===== config.mk =====
export PLATFORM = sky130hd
export DESIGN_NAME = dtmr_timer
export DESIGN_NICKNAME = d
export VERILOG_FILES = /design/src/rtl/dtmr_pkg.sv /design/src/rtl/dtmr_regif.sv /design/src/rtl/dtmr_count.sv /design/src/rtl/dtmr_irq.sv /design/src/rtl/dtmr_timer.sv
export SDC_FILE = /design/constraint.sdc
export NUM_CORES = 1
export LEC_CHECK = 0
export BUFFER_PORTS_ARGS = -buffer_cell sky130_fd_sc_hd__buf_4
export CORE_ASPECT_RATIO = 0.6
export CORE_MARGIN = 2
export CORE_UTILIZATION = 53
export DETAILED_ROUTE_END_ITERATION = 8
export PLACE_DENSITY_LB_ADDON = 0.12
export RECOVER_POWER = 100
export SLEW_MARGIN = 40
export SYNTH_ARGS = -nofsm -noshare
export SYNTH_HDL_FRONTEND = slang
export SYNTH_SLANG_ARGS = --single-unit

===== constraint.sdc =====
create_clock -name clk -period 3 [get_ports clk]
set_clock_uncertainty 0.1 [all_clocks]
set_input_delay 0.6 -clock clk [delete_from_list [all_inputs] [get_ports clk]]
set_output_delay 0.6 -clock clk [all_outputs]
set_load 0.1 [all_outputs]

===== src/rtl/dtmr_pkg.sv =====
`timescale 1ns/1ps
package dtmr_pkg;
  localparam int ADDR_W = 4;
  localparam int IDX_W  = 2;

  // word index = bus_addr[3:2]
  localparam logic [IDX_W-1:0] IDX_LOAD  = 2'd0;
  localparam logic [IDX_W-1:0] IDX_VALUE = 2'd1;
  localparam logic [IDX_W-1:0] IDX_CTRL  = 2'd2;
  localparam logic [IDX_W-1:0] IDX_CLEAR = 2'd3;

  localparam int BIT_EN   = 7;
  localparam int BIT_PER  = 6;
  localparam int BIT_FAST = 3;

  typedef struct packed {
    logic en;
    logic periodic;
    logic fast;
  } ctrl_t;
endpackage


===== src/rtl/dtmr_regif.sv =====
`timescale 1ns/1ps
module dtmr_regif
  import dtmr_pkg::*;
#(
  parameter int CNT_W  = 16,
  parameter int DATA_W = 32
) (
  input  logic              clk,
  input  logic              rst,
  input  logic              bus_wr,
  input  logic              bus_rd,
  input  logic [ADDR_W-1:0] bus_addr,
  input  logic [DATA_W-1:0] bus_wdata,
  input  logic [CNT_W-1:0]  cnt,
  output logic [CNT_W-1:0]  load_q,
  output ctrl_t             ctrl_q,
  output logic              load_wr,
  output logic              clr_wr,
  output logic [DATA_W-1:0] bus_rdata
);
  logic [IDX_W-1:0]  widx;
  logic              ctrl_wr;
  logic [DATA_W-1:0] load_ext;
  logic [DATA_W-1:0] cnt_ext;
  logic [DATA_W-1:0] ctrl_rd;
  logic [DATA_W-1:0] rd_mux;

  assign widx    = bus_addr[3:2];
  assign load_wr = bus_wr && (widx == IDX_LOAD);
  assign ctrl_wr = bus_wr && (widx == IDX_CTRL);
  assign clr_wr  = bus_wr && (widx == IDX_CLEAR);

  generate
    if (CNT_W < DATA_W) begin : g_pad
      assign load_ext = {{(DATA_W-CNT_W){1'b0}}, load_q};
      assign cnt_ext  = {{(DATA_W-CNT_W){1'b0}}, cnt};
    end else begin : g_full
      assign load_ext = load_q;
      assign cnt_ext  = cnt;
    end
  endgenerate

  always_comb begin
    ctrl_rd           = '0;
    ctrl_rd[BIT_EN]   = ctrl_q.en;
    ctrl_rd[BIT_PER]  = ctrl_q.periodic;
    ctrl_rd[BIT_FAST] = ctrl_q.fast;
  end

  always_comb begin
    case (widx)
      IDX_LOAD:  rd_mux = load_ext;
      IDX_VALUE: rd_mux = cnt_ext;
      IDX_CTRL:  rd_mux = ctrl_rd;
      default:   rd_mux = '0;
    endcase
  end

  always_ff @(posedge clk) begin
    if (rst) begin
      load_q    <= '0;
      ctrl_q    <= '0;
      bus_rdata <= '0;
    end else begin
      if (load_wr) load_q <= bus_wdata[CNT_W-1:0];
      if (ctrl_wr) begin
        ctrl_q.en       <= bus_wdata[BIT_EN];
        ctrl_q.periodic <= bus_wdata[BIT_PER];
        ctrl_q.fast     <= bus_wdata[BIT_FAST];
      end
      if (bus_rd) bus_rdata <= rd_mux;
    end
  end

  logic unused_bits;
  assign unused_bits = ^{bus_addr[1:0], bus_wdata};
endmodule


===== src/rtl/dtmr_count.sv =====
`timescale 1ns/1ps
module dtmr_count
  import dtmr_pkg::*;
#(
  parameter int CNT_W = 16
) (
  input  logic             clk,
  input  logic             rst,
  input  ctrl_t            ctrl,
  input  logic             tick_fast,
  input  logic             tick_slow,
  input  logic             load_wr,
  input  logic [CNT_W-1:0] load_data,
  input  logic [CNT_W-1:0] reload_val,
  output logic [CNT_W-1:0] cnt_q,
  output logic             uf
);
  logic tick_sel;
  logic step;

  assign tick_sel = ctrl.fast ? tick_fast : tick_slow;
  assign step     = ctrl.en && tick_sel && !load_wr;
  assign uf       = step && (cnt_q == '0);

  always_ff @(posedge clk) begin
    if (rst) begin
      cnt_q <= '0;
    end else if (load_wr) begin
      cnt_q <= load_data;
    end else if (step) begin
      if (cnt_q == '0) cnt_q <= ctrl.periodic ? reload_val : '1;
      else             cnt_q <= cnt_q - 1'b1;
    end
  end
endmodule


===== src/rtl/dtmr_irq.sv =====
`timescale 1ns/1ps
module dtmr_irq (
  input  logic clk,
  input  logic rst,
  input  logic set_i,
  input  logic clr_i,
  output logic irq_q
);
  always_ff @(posedge clk) begin
    if (rst)        irq_q <= 1'b0;
    else if (set_i) irq_q <= 1'b1;
    else if (clr_i) irq_q <= 1'b0;
  end
endmodule


===== src/rtl/dtmr_timer.sv =====
`timescale 1ns/1ps
module dtmr_timer
  import dtmr_pkg::*;
#(
  parameter int CNT_W  = 16,
  parameter int DATA_W = 32
) (
  input  logic              clk,
  input  logic              rst,
  input  logic              bus_wr,
  input  logic              bus_rd,
  input  logic [ADDR_W-1:0] bus_addr,
  input  logic [DATA_W-1:0] bus_wdata,
  output logic [DATA_W-1:0] bus_rdata,
  input  logic              tick_fast,
  input  logic              tick_slow,
  output logic              irq_o
);
  logic [CNT_W-1:0] cnt_q;
  logic [CNT_W-1:0] load_q;
  ctrl_t            ctrl_q;
  logic             load_wr;
  logic             clr_wr;
  logic             uf;
  logic             ctrl_en;
  logic             ctrl_per;
  logic             ctrl_fast;

  assign ctrl_en   = ctrl_q.en;
  assign ctrl_per  = ctrl_q.periodic;
  assign ctrl_fast = ctrl_q.fast;

  dtmr_regif #(.CNT_W(CNT_W), .DATA_W(DATA_W)) u_regif (
    .clk(clk), .rst(rst), .bus_wr(bus_wr), .bus_rd(bus_rd),
    .bus_addr(bus_addr), .bus_wdata(bus_wdata), .cnt(cnt_q),
    .load_q(load_q), .ctrl_q(ctrl_q), .load_wr(load_wr),
    .clr_wr(clr_wr), .bus_rdata(bus_rdata)
  );

  dtmr_count #(.CNT_W(CNT_W)) u_count (
    .clk(clk), .rst(rst), .ctrl(ctrl_q), .tick_fast(tick_fast),
    .tick_slow(tick_slow), .load_wr(load_wr),
    .load_data(bus_wdata[CNT_W-1:0]), .reload_val(load_q),
    .cnt_q(cnt_q), .uf(uf)
  );

  dtmr_irq u_irq (
    .clk(clk), .rst(rst), .set_i(uf), .clr_i(clr_wr), .irq_q(irq_o)
  );
endmodule


Word level (Yosys, flattened, before mapping)
Index checks and enable logic that the tools add are counted.
Word-level totals
  logic and storage cells: 30
  output and inout port bits: 33
  input bits: 42
  flip-flop bits (word level): 68
Cells by class
  mux-type cells: 8
  add/sub/neg operators: 1
  equality and inequality tests: 3
  reduce and logical (&&, ||, !) cells: 11
Operators by type and width (number)
  16-bit two-way mux: 4
  16-bit case mux with 3 select lines: 1
  16-bit zero test: 1
  16-bit by 1-bit subtractor with 16-bit output, second input constant: 1
  1-bit logical AND: 6
  2-bit == test, second input constant: 2
  2-bit nonzero test: 2
  1-bit two-way mux: 3
  2-bit by 1-bit == test with 1-bit output, second input constant: 1
  2-bit zero test: 1
  1-bit zero test: 1

Longest topological paths before layout
Gate-level depths: netlist (run 1).
  depth in word-level cells: 6
  gate-level depth with buffers: 8
  gate-level depth less buffers: 7

Cells and area by module
A second synthesis (run 1) with hierarchy kept.
Second synthesis, totals
  cells, all modules: 374
  area, all modules: 3104.2 µm²
By module, submodules not included
  dtmr_regif: sequential area each 700.7 µm², cells an instance 195, instances 1, area an instance 1684.1 µm²
  dtmr_count: sequential area each 320.3 µm², cells an instance 175, instances 1, area an instance 1381.3 µm²
  dtmr_irq: sequential area each 20.0 µm², cells an instance 4, instances 1, area an instance 38.8 µm²

Worst setup path before layout (run 1)
Ideal clock, no wire load.
  path kind: register to register
  start: register u_count.cnt_q[0]
  end: register u_count.cnt_q[6]
  required time: 2.830 ns
  data arrival time: 1.957 ns
  library setup time: 0.070 ns
  cell stages (with the launch flop): 8
  path buffers: 0
  clock period less this slack: 2.126 ns
  setup slack: 0.874 ns
  path through: dfxtp_1 > inv_1 > ha_1 > or3b_4 > or4_4 > o2bb2ai_1 > a211o_1 > a21oi_1
On the way
  word-level cells in the longest chain between the ends: 4
  elaborated cells between the ends (all ways): 5
  classes of those cells: 1 x add/sub; 3 x mux; 1 x reduce/logical
RTL lines
  start, declared: RTL line dtmr_count.sv:15  | output logic [CNT_W-1:0] cnt_q,
  start signal, assigned: RTL line dtmr_count.sv:29  | cnt_q <= load_data;
  start signal, assigned: RTL line dtmr_count.sv:31  | if (cnt_q == '0) cnt_q <= ctrl.periodic ? reload_val : '1;
  start signal, assigned: RTL line dtmr_count.sv:32  | else cnt_q <= cnt_q - 1'b1;
  16-bit by 1-bit subtractor with 16-bit output or 16-bit zero test (tied branches): RTL line dtmr_count.sv:32, dtmr_count.sv:31
  16-bit two-way mux *: RTL line dtmr_count.sv:31
  16-bit two-way mux *: RTL line dtmr_count.sv:30  | end else if (step) begin
  16-bit two-way mux *: RTL line dtmr_count.sv:28  | end else if (load_wr) begin
Every way passes the cells marked *; elsewhere a longest branch is shown, timed or not. The select of a mux whose other input is x is not followed.
A chain may end at the register's enable or synchronous reset.

Worst setup path after layout (run 1)
  start: register u_count.cnt_q[0]
  end: register u_count.cnt_q[0]
The elaborated chain is that of the path after synthesis.

==> impl_metrics.tcl, run 1 <==
set metrics [dict create \
    endpoint_kind "flip-flop" \
    min_to "u_regif.load_q[10]" \
    instances_no_fill 487 \
    antenna_found_initial 0 \
    yosys.area_share.adder_pct 0.829 \
    dpl.hpwl_mm 5.78 \
    dp.cells 479 \
    crit_slowest_cell "or3b_1" \
    r2r-start "u_count.cnt_q[0]" \
    cap_violations 0 \
    ios 75 \
    syn2layout_area_growth_pct 9.37 \
    post_cts_buffers 0 \
    rsz0062_at_grt "false" \
    cp.arrival_ns 2.55 \
    avgSynthCellArea_sq_um 8.03 \
    yosys.area_share.simple_pct 27.8 \
    grt_max_degree 28 \
    post-route-period-util_pct 82.6 \
    swShare_pct 36.3 \
    synth_enable_flop_cells 0 \
    intPower_mw 1.11 \
    drtPass1Iterations 5 \
    p_switching_mw 0.634 \
    synth-xor-area-share_pct 1.45 \
    fin_crit_ns 2.48 \
    grt_remaining_overflow 0 \
    mostFrequentLayoutCells "52 x dfxtp_1, 41 x nor2_1, 40 x nand2_1, 39 x a21oi_1, 27 x buf_4" \
    final_common_cell "dfxtp_1" \
    wirelength_mm 8.03 \
    clock.fmax_mhz 404 \
    initial_core_util_pct 54.5 \
    final-max-slew-violation-count 0 \
    placeableCoreArea_sq_mm 0.00554 \
    setup_viol 0 \
    ys_warn_count 0 \
    cts_max_level 2 \
    vias_per_cell 5.64 \
    cts_tree "done" \
    die-area_sq_mm 0.00634 \
    finalSetupTns_ns 0 \
    cts_buffer_depth 2 \
    critPathRequiredTime_ns 3.07 \
    hold_viol 0 \
    holdPathStages 2 \
    outcome "complete, no violations" \
    cts_resized 0 \
    ys.flop_type "dfxtp_1" \
    final_nets 450 \
    ys_types 59 \
    p_total_mw 1.75 \
    routabilityCongestion 0.915 \
    wl_per_cell_um 16.5 \
    postSynthCellCount 376 \
    fp-row-count 21 \
    rr_worst_depth 7 \
    whs_ns 0.373 \
    dr.first_iter.drc_count 205 \
    path_buf_inv 1 \
    hold_buffers 0 \
    clock_latency_ns 0.31 \
    synth.area.mux_share_pct 6.80 \
    slew_headroom_pct 22.3 \
    grt_pass1_vias 2573 \
    r2r_end "u_count.cnt_q[0]" \
    postSynth.asyncResetShare_pct 0 \
    leakagePower_nw 1.26 \
    synth_top_family_by_area "simple AND/OR/NAND/NOR gates" \
    cts.sinks 52 \
    cts.clk_slew.worst_paths_ns 0.11 \
    grt_usage_pct 26.8 \
    utilization_pct 59.6 \
    pwr_density_cell_mw_per_mm2 529 \
    io_buffers 40 \
    critPathKind "flip-flop to flip-flop" \
    root_buffer "clkbuf_8" \
    ys_ff_latch 52 \
    cpPeakStageDelay_ns 0.46 \
    syn_area_sq_mm 0.00302 \
    grt_first_pass_wirelength_mm 13.3 \
    diodes 0 \
    start_kind "flip-flop" \
    ys_seq_area_share_pct 34.5 \
    sequentialPowerShare_pct 43.2 \
    min-delay-path-class "flip-flop to flip-flop" \
    die_w_um 101 \
    synth_compound_area_share_pct 18.9 \
    ant_nets 0 \
    p_comb_share_pct 27.7 \
    min-delay-start "u_regif.load_q[10]" \
    worstPathCellList "inv_1 > ha_1 > or3b_1 > nor4_4 > nand2_1 > o21ai_0 > a211oi_2" \
    drc 0 \
    vdd_drop_max_mv 0.330 \
    cts_made_buffers 5 \
    worst_slew_pin_slew_ns 1.17 \
    power_frac_clock_pct 29.1 \
    reg2reg_slack_ns 0.52 \
    crit_fanout 8 \
    drive_gt1_share_pct 16.0 \
    critPathTopFamily "simple AND/OR/NAND/NOR gates" \
    vias 2748 \
    die_h_um 62.5 \
    nFillCells 542 \
]
## routing by layer
layer	share of wire, %	track usage, %	vias to the layer above
met5	0	0	-
met4	0.36	3.55	0
met3	7.4	6.04	5
met2	43	39.7	115
met1	50	40.6	1277
li1	-	-	1351
## power by group through the flow
stage | clock [mW] | sequential (mW) | combinational [mW]
2_1_floorplan | 0 | 0.792 | 0.378
3_3_place_gp | 0 | 0.769 | 0.492
3_5_place_dp | 0 | 0.769 | 0.493
4_1_cts | 0.506 | 0.754 | 0.495
5_1_grt | 0.534 | 0.760 | 0.521
6_report | 0.509 | 0.755 | 0.483
## state kept, by name (all words and copies together) (netlist names)
register / flops
u_regif.ctrl_q: 3
u_regif.bus_rdata: 16
u_regif.load_q: 16
u_irq.irq_q: 1
u_count.cnt_q: 16
## layout make-up
type,instances,area [sq um],share of cell area [%]
Clock buffer,5,68.8,2.08
Clock inverter,3,46.3,1.40
Inverter,9,33.8,1.02
Multi-Input combinational cell,291,1730,52.5
Sequential cell,52,1040,31.5
Tap cell,80,100,3.03
Timing Repair Buffer,47,278,8.41
## worst max path at each step
stage	from	end	slack (ns)	cells after the start
after floorplan	u_count.cnt_q[0]	u_count.cnt_q[6]	0.87	7
after global placement	bus_addr[2]	u_count.cnt_q[4]	0.49	5
after detailed placement	bus_addr[2]	u_count.cnt_q[4]	0.47	5
after CTS	u_count.cnt_q[0]	u_count.cnt_q[6]	0.71	7
after global routing	u_count.cnt_q[0]	u_count.cnt_q[0]	0.31	7
final	u_count.cnt_q[0]	u_count.cnt_q[0]	0.52	7
## synth_stat cells (2+ instances only)
master | instances | area share, %
a22oi_1 | 2 | 0.50
mux2i_1 | 7 | 2.3
inv_1 | 9 | 1.1
o21ai_1 | 4 | 0.66
xor2_1 | 2 | 0.58
mux2_2 | 12 | 4.5
o21ai_0 | 14 | 2.3
nor3_1 | 5 | 0.83
nand4_1 | 5 | 1.0
nor3b_1 | 3 | 0.75
ha_1 | 2 | 0.83
xnor2_1 | 3 | 0.87
a21boi_0 | 6 | 1.5
nand3_1 | 11 | 1.8
o22ai_1 | 2 | 0.41
a211o_1 | 2 | 0.58
a21oi_1 | 39 | 6.5
nand2_1 | 39 | 4.8
nand4b_1 | 2 | 0.58
or3b_2 | 2 | 0.58
dfxtp_1 | 52 | 34
and3_1 | 2 | 0.41
nor2b_1 | 15 | 3.1
clkbuf_1 | 15 | 1.9
nor2_1 | 41 | 5.1
or3_1 | 3 | 0.62
o32ai_1 | 4 | 1.2
a31oi_1 | 9 | 1.9
nand2b_1 | 5 | 1.0
a211oi_1 | 4 | 0.99
nand3b_1 | 2 | 0.50
or2_2 | 3 | 0.62
or4_4 | 4 | 1.5
nor4_1 | 2 | 0.41
buf_4 | 17 | 4.2
clkbuf_8 | 4 | 1.8
## worst reg2reg max path: cells and delay by family, from the launching register on
family	cells	cell delay [ns]
simple gates	3	1.19
fa+ha+maj	1	0.16
buf+inv	1	0.09
flops	1	0.37
compound gates	2	0.44
## logic make-up after synthesis
group	count (synthesis)
compound gates	94
xor+xnor	5
fa+ha+maj	2
buf+inv	48
flops	52
mux	19
other cells	1
simple gates	155
## through the flow
stage                     area (sq um)  setup WS [ns]
after floorplan                   3080          0.874
after global placement            3270          0.486
after detailed placement          3270          0.468
after CTS                         3390          0.712
after global routing              3300          0.306
final                             3300          0.522
Power figures use the tool's default switching activity.
==> inputs of run 2 (changes only) <==
clock period = 2.3 ns   (was 3 ns; I/O delays follow)
==> run 2 against run 1 <==
Compared with the run above: sequential cell count unchanged; non-clock buffer count increased by 16; power increased by 28%; critical endpoint is now u_count.cnt_q[6].
==> impl_metrics.tcl, run 2 (synthesis results as in run 1) <==
set metrics [dict create \
    diodes 0 \
    cts_made_buffers 5 \
    placeableCoreArea_sq_mm 0.00554 \
    slew_headroom_pct 29.6 \
    grt_usage_pct 27.6 \
    final-max-slew-violation-count 0 \
    setup_viol 0 \
    clock.fmax_mhz 448 \
    p_total_mw 2.24 \
    post-route-period-util_pct 97.0 \
    finalSetupTns_ns 0 \
    start_kind "flip-flop" \
    reg2reg_slack_ns 0.07 \
    mostFrequentLayoutCells "51 x dfxtp_1, 41 x nor2_1, 41 x buf_4, 39 x nand2_1, 38 x a21oi_1" \
    m1WireLength_mm 3.93 \
    grt_pass1_vias 2676 \
    ios 75 \
    die_h_um 62.5 \
    cts_max_level 2 \
    wl_met2_mm 3.58 \
    syn2layout_area_growth_pct 13.8 \
    design_area_sq_mm 0.00344 \
    instances_no_fill 503 \
    vias 2869 \
    drive_gt1_share_pct 22.9 \
    pwr_density_cell_mw_per_mm2 652 \
    cts.clk_slew.worst_paths_ns 0.10 \
    cts_tree "done" \
    final_nets 466 \
    outcome "complete, no violations" \
    grt_max_degree 46 \
    critPathKind "flip-flop to flip-flop" \
    cts.sinks 52 \
    routabilityCongestion 0.915 \
    cap_violations 0 \
    maxUsedRoutingLayer "met4" \
    antenna_found_initial 0 \
    cp.arrival_ns 2.38 \
    met3_length_um 631 \
    dp.cells 495 \
    wl_per_cell_um 16.5 \
    grt_remaining_overflow 0 \
    min-delay-path-class "primary input to flip-flop" \
    vias_per_cell 5.70 \
    root_buffer "clkbuf_8" \
    initial_core_util_pct 54.5 \
    endpoint_kind "flip-flop" \
    fp-row-count 21 \
    dpl.hpwl_mm 6.08 \
    whs_ns 0.284 \
    min_to "u_regif.load_q[0]" \
    die-area_sq_mm 0.00634 \
    drtPass1Iterations 5 \
    die_w_um 101 \
    worst_slew_pin_slew_ns 1.06 \
    vdd_drop_max_mv 0.433 \
    holdPathStages 3 \
    critPathRequiredTime_ns 2.45 \
    r2r-start "u_count.cnt_q[0]" \
    dr.first_iter.drc_count 247 \
    ant_nets 0 \
    clock_latency_ns 0.32 \
    hold_viol 0 \
    grt_first_pass_wirelength_mm 13.6 \
    drc 0 \
    fin_crit_ns 2.23 \
    reg.largest.list "u_count.cnt_q (16), u_regif.bus_rdata (16), u_regif.load_q (16)" \
    r2r_end "u_count.cnt_q[6]" \
    cts_buffer_depth 2 \
    leakagePower_nw 1.39 \
    io_buffers 40 \
    min-delay-start "bus_wdata[0]" \
    place_area_sq_mm 0.00339 \
    wirelength_mm 8.29 \
    crit_fanout 5 \
    final_common_cell "dfxtp_1" \
    rr_worst_depth 7 \
]
==> run 2: changes by cell type in the layout (fill, tap and decap cells not counted), sizes merged <==
cell and change:
buf +14, bufinv -1, clkbuf +3, clkinvlp +1, inv -1
==> run 2: per-layer routing <==
layer	global-route usage [%]	vias up
met5	0	-
met4	6.42	0
met3	5.15	16
met2	42.1	128
met1	40.3	1342
li1	-	1383
==> run 2: worst max path at each step <==
stage | start | to | slack (ns) | cells after the start
floorplan | u_count.cnt_q[0] | u_count.cnt_q[6] | 0.17 | 7
global placement | u_count.cnt_q[0] | u_count.cnt_q[6] | 0.11 | 7
detailed placement | u_count.cnt_q[0] | u_count.cnt_q[6] | 0.08 | 7
CTS | u_count.cnt_q[0] | u_count.cnt_q[6] | 0.05 | 7
global route | u_count.cnt_q[0] | u_count.cnt_q[4] | -0.005 | 7
finish | u_count.cnt_q[0] | u_count.cnt_q[6] | 0.07 | 7
==> run 2: area by class of cell <==
type	instances	area, sq um
fillers	526	2110
multi-input cells	291	1750
flip-flops and latches	52	1040
repair buffers	63	412
well taps	80	100
clock buffers	6	82.6
inverters	9	33.8
clock inverters	2	15.0
==> run 2: report_power, final <==
part	internal (mW)	switching (mW)	leakage (nW)
Clock	0.245	0.335	0.0434
Sequential	0.938	0.0370	0.423
Combinational	0.224	0.463	0.924
==> run 2: timing repair <==
item,4_1_cts,5_1_grt
endpoints found under the hold margin,0,0
resized for setup,0,3
hold buffers,0,0
endpoints found under the setup margin,0,4
setup buffers,0,0
==> run 2: through the flow <==
stage               utilization (%)  setup WS [ns]
floorplan                         -          0.174
global placement               61.2          0.114
detailed placement             61.2         0.0807
CTS                            63.0         0.0527
global route                   62.0       -0.00534
finish                         62.0         0.0686
==> run 2: worst max-delay path: stages (launching register included) <==
cell	delay (ns)
dfxtp_2	0.33
inv_1	0.07
ha_1	0.16
or3b_4	0.42
or4_4	0.57
o2bb2ai_2	0.13
a211o_1	0.26
a21oi_2	0.11
